===== config.mk =====
export PLATFORM = sky130hd
export DESIGN_NAME = bw_mult
export DESIGN_NICKNAME = d
export VERILOG_FILES = /design/src/rtl/bw_mult_pkg.sv /design/src/rtl/bw_pp_gen.sv /design/src/rtl/bw_ripple_row.sv /design/src/rtl/bw_mult.sv
export SDC_FILE = /design/constraint.sdc
export NUM_CORES = 1
export LEC_CHECK = 0
export BUFFER_PORTS_ARGS = -buffer_cell sky130_fd_sc_hd__buf_2
export CAP_MARGIN = 20
export CORE_AREA = 2 2 39 41
export DETAILED_ROUTE_END_ITERATION = 8
export DIE_AREA = 0 0 41 43
export PLACE_DENSITY = 0.53
export SLEW_MARGIN = 20
export SYNTH_ARGS = -nofsm -noshare
export SYNTH_HDL_FRONTEND = slang
export SYNTH_SLANG_ARGS = --single-unit

===== constraint.sdc =====
create_clock -name vclk -period 5.35
set_input_delay 1.07 -clock vclk [all_inputs]
set_output_delay 1.07 -clock vclk [all_outputs]
set_load 0.01 [all_outputs]

===== src/rtl/bw_mult_pkg.sv =====
package bw_mult_pkg;

    // Correction word: ones at weight 2^n and 2^(2n-1), for an n-bit operand pair.
    function automatic logic [127:0] bw_correction(input int n);
        logic [127:0] v;
        v = '0;
        v[n] = 1'b1;
        v[2*n-1] = 1'b1;
        return v;
    endfunction

    // True when exactly one index is the sign position, so the term enters inverted.
    function automatic logic bw_flip(input int i, input int j, input int n);
        return (i == n-1) != (j == n-1);
    endfunction

endpackage


===== src/rtl/bw_pp_gen.sv =====
module bw_pp_gen
    import bw_mult_pkg::*;
#(
    parameter int W = 4
) (
    input  logic [W-1:0]              x_in,
    input  logic [W-1:0]              y_in,
    output logic [W-1:0][2*W-1:0]     rows
);
    localparam int PW = 2 * W;

    always_comb begin
        rows = '0;
        for (int j = 0; j < W; j++) begin
            for (int i = 0; i < W; i++) begin
                if (bw_flip(i, j, W))
                    rows[j][i+j] = ~(x_in[i] & y_in[j]);
                else
                    rows[j][i+j] = x_in[i] & y_in[j];
            end
        end
    end

    // the sign-by-sign term is uninverted, at column 2W-2
    always_comb begin
        p_sign_term_r3: assert (rows[W-1][PW-2] == (x_in[W-1] & y_in[W-1]))
            else $error("sign-by-sign partial product wrong");
    end

endmodule


===== src/rtl/bw_ripple_row.sv =====
module bw_ripple_row #(
    parameter int PW = 8
) (
    input  logic [PW-1:0] a_in,
    input  logic [PW-1:0] b_in,
    output logic [PW-1:0] s_out
);
    logic [PW-1:0] c;

    assign c[0] = 1'b0;

    for (genvar k = 0; k < PW; k++) begin : g_fa
        assign s_out[k] = a_in[k] ^ b_in[k] ^ c[k];
        if (k < PW-1) begin : g_cy
            assign c[k+1] = (a_in[k] & b_in[k]) | (c[k] & (a_in[k] ^ b_in[k]));
        end
    end

    // each row delivers the modulo-2^PW sum of its two inputs
    always_comb begin
        p_row_sum_r1: assert (s_out == PW'(a_in + b_in))
            else $error("ripple row sum wrong");
    end

endmodule


===== src/rtl/bw_mult.sv =====
module bw_mult
    import bw_mult_pkg::*;
#(
    parameter int W = 4
) (
    input  logic [W-1:0]   op_x,
    input  logic [W-1:0]   op_y,
    output logic [2*W-1:0] prod
);
    localparam int PW = 2 * W;
    localparam logic [127:0] CORR_FULL = bw_correction(W);
    localparam logic [PW-1:0] CORR = CORR_FULL[PW-1:0];

    logic [W-1:0][PW-1:0] rows;
    logic [W:0][PW-1:0]   acc;

    bw_pp_gen #(.W(W)) u_pp (
        .x_in (op_x),
        .y_in (op_y),
        .rows (rows)
    );

    assign acc[0] = CORR;

    for (genvar j = 0; j < W; j++) begin : g_row
        bw_ripple_row #(.PW(PW)) u_row (
            .a_in  (acc[j]),
            .b_in  (rows[j]),
            .s_out (acc[j+1])
        );
    end

    assign prod = acc[W];

    logic [PW-1:0] sx, sy;
    assign sx = {{W{op_x[W-1]}}, op_x};
    assign sy = {{W{op_y[W-1]}}, op_y};

    always_comb begin
        p_signed_prod_r1: assert (prod == PW'(sx * sy))
            else $error("product differs from signed multiply");
        if (op_x == '0 || op_y == '0) begin
            p_zero_operand_r2: assert (prod == '0)
                else $error("zero operand gave nonzero product");
        end
        if (op_x != '0 && op_y != '0) begin
            p_product_sign_r4: assert (prod[PW-1] == (op_x[W-1] ^ op_y[W-1]))
                else $error("product sign wrong");
        end
        if (op_x == W'(1)) begin
            p_unit_multiplicand_r5: assert (prod == sy)
                else $error("times one is not identity");
        end
    end

endmodule


Word level (Yosys, flattened, before mapping):

Index checks and enable logic that the tools add are counted.

* register bits after elaboration: 0
* input bits: 8
* output and inout port bits: 8
* logic and storage cells: 72

* bitwise logic cells: 72

Operators with widths (count)
* bitwise AND 1 bit: 36
* XOR 1 bit: 20
* bitwise OR 1 bit: 9
* NOT 1 bit: 7

Logic depth before layout (Yosys ltp):

* depth in word-level cells: 17
* mapped depth: 15
* gate-level depth less buffers: 15

By module:

From an unflattened synthesis, not the netlist that was laid out.

* cell total of the unflattened synthesis: 87
* area, all modules: 917.1 µm²

By module, submodules not included
* bw_ripple_row: times used 4, cells each 13, area an instance 175.2 µm², seq. area each 0.0 µm²
* bw_pp_gen: times used 1, cells each 33, area an instance 209.0 µm², seq. area each 0.0 µm²
* bw_mult: times used 1, cells each 2, area an instance 7.5 µm², seq. area each 0.0 µm²

Worst setup path before layout:

OpenSTA, ideal clock, no wires.

* path kind: input to output
* start point: in op_y[0]
* end point: out prod[6]
* arrival time: 4231 ps
* data required time: 4280 ps
* path slack: 49 ps
* stages: 15
* buffers on the path: 0
* cell sequence: and2_1 ha_1 inv_1 fa_1 inv_1 fa_1 inv_1 fa_1 fa_1 inv_1 fa_1 inv_1 fa_1 fa_1 inv_1

* word-level cells in the longest chain between the ends: 15
* elaborated cells between the ends (all ways): 45
* those cells by class: bitwise: 45

RTL lines
* from (decl): line bw_mult.sv:7 `input logic [W-1:0] op_y,`
* bitwise AND 1 bit: line bw_pp_gen.sv:19 `rows[j][i+j] = x_in[i] & y_in[j];`
* bitwise AND 1 bit / XOR 1 bit (equally long branches): line bw_ripple_row.sv:15, bw_ripple_row.sv:13
* bitwise AND 1 bit: line bw_ripple_row.sv:15 `assign c[k+1] = (a_in[k] & b_in[k]) | (c[k] & (a_in[k] ^ b_in[k]));`
* bitwise OR 1 bit: line bw_ripple_row.sv:15
* bitwise AND 1 bit / XOR 1 bit (equally long branches): line bw_ripple_row.sv:15, bw_ripple_row.sv:13
* bitwise OR 1 bit / XOR 1 bit (equally long branches): line bw_ripple_row.sv:15, bw_ripple_row.sv:13
* XOR 1 bit / bitwise AND 1 bit (equally long branches): line bw_ripple_row.sv:13, bw_ripple_row.sv:15
* XOR 1 bit / bitwise OR 1 bit (equally long branches): line bw_ripple_row.sv:13, bw_ripple_row.sv:15
* XOR 1 bit / bitwise AND 1 bit (equally long branches): line bw_ripple_row.sv:13, bw_ripple_row.sv:15
* XOR 1 bit / bitwise OR 1 bit (equally long branches): line bw_ripple_row.sv:15
* bitwise AND 1 bit / XOR 1 bit (equally long branches): line bw_ripple_row.sv:15, bw_ripple_row.sv:13
* bitwise OR 1 bit / XOR 1 bit (equally long branches): line bw_ripple_row.sv:15
* bitwise AND 1 bit: line bw_ripple_row.sv:15
* bitwise OR 1 bit: line bw_ripple_row.sv:15
* XOR 1 bit (*): line bw_ripple_row.sv:13 `assign s_out[k] = a_in[k] ^ b_in[k] ^ c[k];`
* to (decl): line bw_mult.sv:8 `output logic [2*W-1:0] prod`

Mark *: on every way between the ends. The rest lies on a longest branch, timed or not.

Worst setup path after layout:

Ends and elaborated chain as after synthesis.

==> impl_metrics.json <==
{
  "drc": 0,
  "powerDensity_nw_per_um2": 147,
  "final_nets": 85,
  "drt-pass1-iter-count": 2,
  "grt_util_met1_pct": 11.6,
  "end_kind": "output pin",
  "worstSetupStartpoint": "op_y[0]",
  "busiest_layer": "met2",
  "maxSlewHeadroom_pct": 93.4,
  "dpl.cell_count": 79,
  "grt_use_met3_pct": 0,
  "area.sequential_um2": 0,
  "tightest_slew_ns": 0.0990,
  "synth_seq_area_share_pct": 0,
  "fin_crit_ns": 5.43,
  "num_rows": 14,
  "port_buffers": 16,
  "cts-hold-fix-buffers": 0,
  "grt_pass1_vias": 265,
  "status": "finished, violations left",
  "crit_type": "in -> out",
  "power_w": 0.0000771,
  "core_area_um2": 1380,
  "pre_cts_ws_ns": -0.245,
  "routabilityCongestion": 0.694,
  "cp_top_family": "adder cells",
  "final_hold_viol_count": 0,
  "syn_avg_cell_area_um2": 8.00,
  "leakagePower_nw": 0.285,
  "drv_slew": 0,
  "violations": "setup timing",
  "critPathBufInv": 8,
  "grt_setup_unrepaired": "yes",
  "crit_path_cell_trace": "buf_6 -> and2_4 -> ha_4 -> inv_2 -> fa_2 -> inv_2 -> fa_1 -> inv_2 -> fa_2 -> fa_2 -> inv_2 -> fa_2 -> inv_2 -> fa_2 -> fa_1 -> inv_1 -> buf_2",
  "ys.warnings.count": 0,
  "vdd_drop_max_mv": 0.0609,
  "die_h_um": 43,
  "utilization_pct": 37.8,
  "postCtsSetupBuffers": 0,
  "syn-num-nets": 63,
  "wl_per_cell_um": 7.71,
  "dieArea_um2": 1760,
  "nFlopsAndLatches": 0,
  "drtIter0Drc": 1,
  "num_antenna_cells": 0,
  "final-setup-viol-count": 1,
  "hold_path.class": "in -> out",
  "period_share_pct": 102,
  "startpoint_type": "primary input",
  "maxCapViolCount": 0,
  "worstPathArrival_ns": 4.36,
  "routed_via_density": 3.89,
  "cp_max_fo": 2,
  "synth_cell_types": 5,
  "grt_max_degree": 5,
  "setup_ws_ns": -0.0826,
  "cpPeakStageDelay_ns": 0.53,
  "drive_above_1_share_pct": 52.4,
  "netlist_area_um2": 344,
  "die_x_um": 41,
  "syn_inst": 43,
  "ios": 16,
  "initial_core_util_pct": 24.9,
  "grt_pass1_wl_um": 1000,
  "final-instance-count-excl-fill": 79,
  "vias": 307,
  "grtUsageMet2_pct": 12.5,
  "hp-start": "op_x[0]",
  "max_freq_mhz": 184,
  "grt_usage_pct": 7.59,
  "cp_slowest_cell": "fa_2",
  "nClkBuffers": 0,
  "dp_hpwl_um": 553,
  "antenna_left": 0,
  "grt-ovfl-total": 0,
  "cp.required_ns": 4.28,
  "setup-tns-final_ns": -0.0826,
  "antenna_found_initial": 0,
  "area_growth_pct": 52.0,
  "routed_wl_um": 609
}
## power by group
group          switching [W]  total (W)  internal, W
Clock                      0          0            0
Sequential                 0          0            0
Combinational      0.0000407  0.0000771    0.0000363
## logic make-up after synthesis
logic type	share of synthesized area (%)
fa+ha+maj	61.1
simple gates	22.5
buf+inv	16.4
## per-stage QoR
| step | hold slack (ns) | instance area (µm²) |
|---|---|---|
| 2_1_floorplan | 2.28 | 344 |
| 3_3_place_gp | 2.55 | 474 |
| 3_5_place_dp | 2.56 | 474 |
| 4_1_cts | 2.56 | 482 |
| 5_1_grt | 2.57 | 523 |
| 6_report | 2.53 | 523 |
## cell usage after synthesis
| cell type | instances | area share, % |
|---|---|---|
| ha_1 | 4 | 15 |
| inv_1 | 15 | 16 |
| fa_1 | 8 | 47 |
| nand2_1 | 9 | 9.8 |
| and2_1 | 7 | 13 |
## cells in the final DEF (no fill, tap or decap), drive strengths merged
cell type / instances
and2: 7
buf: 20
fa: 8
ha: 4
inv: 15
nand2: 9
## path summary, 6_finish.rpt
| check | end | depth (start not counted) |
|---|---|---|
| min | prod[0] | 4 |
| max | prod[6] | 17 |
## tightest hold or removal path, cell delays in order
cell	delay, ns
buf_6	0.07
buf_4	0.10
and2_1	0.10
buf_2	0.12
## repair_timing
| item | in CTS | in global routing |
|---|---|---|
| pin swaps | 4 | 2 |
| endpoints found under the setup margin | 3 | 3 |
| endpoints found under the hold margin | 0 | 0 |
| gates resized for setup | 5 | 12 |
## per-layer routing
metal  wire length, µm  share of wire (%)
met1               285                 47
met2               290                 48
met3                33                5.4
met4                 0                  0
met5                 0                  0
## layout make-up
class / count / area, µm²
fillers: 159 / 861
inverters: 15 / 56.3
multi-input cells: 28 / 318
well taps: 16 / 20.0
repair buffers: 20 / 129
Note: power is estimated with default switching activity, not from simulation.
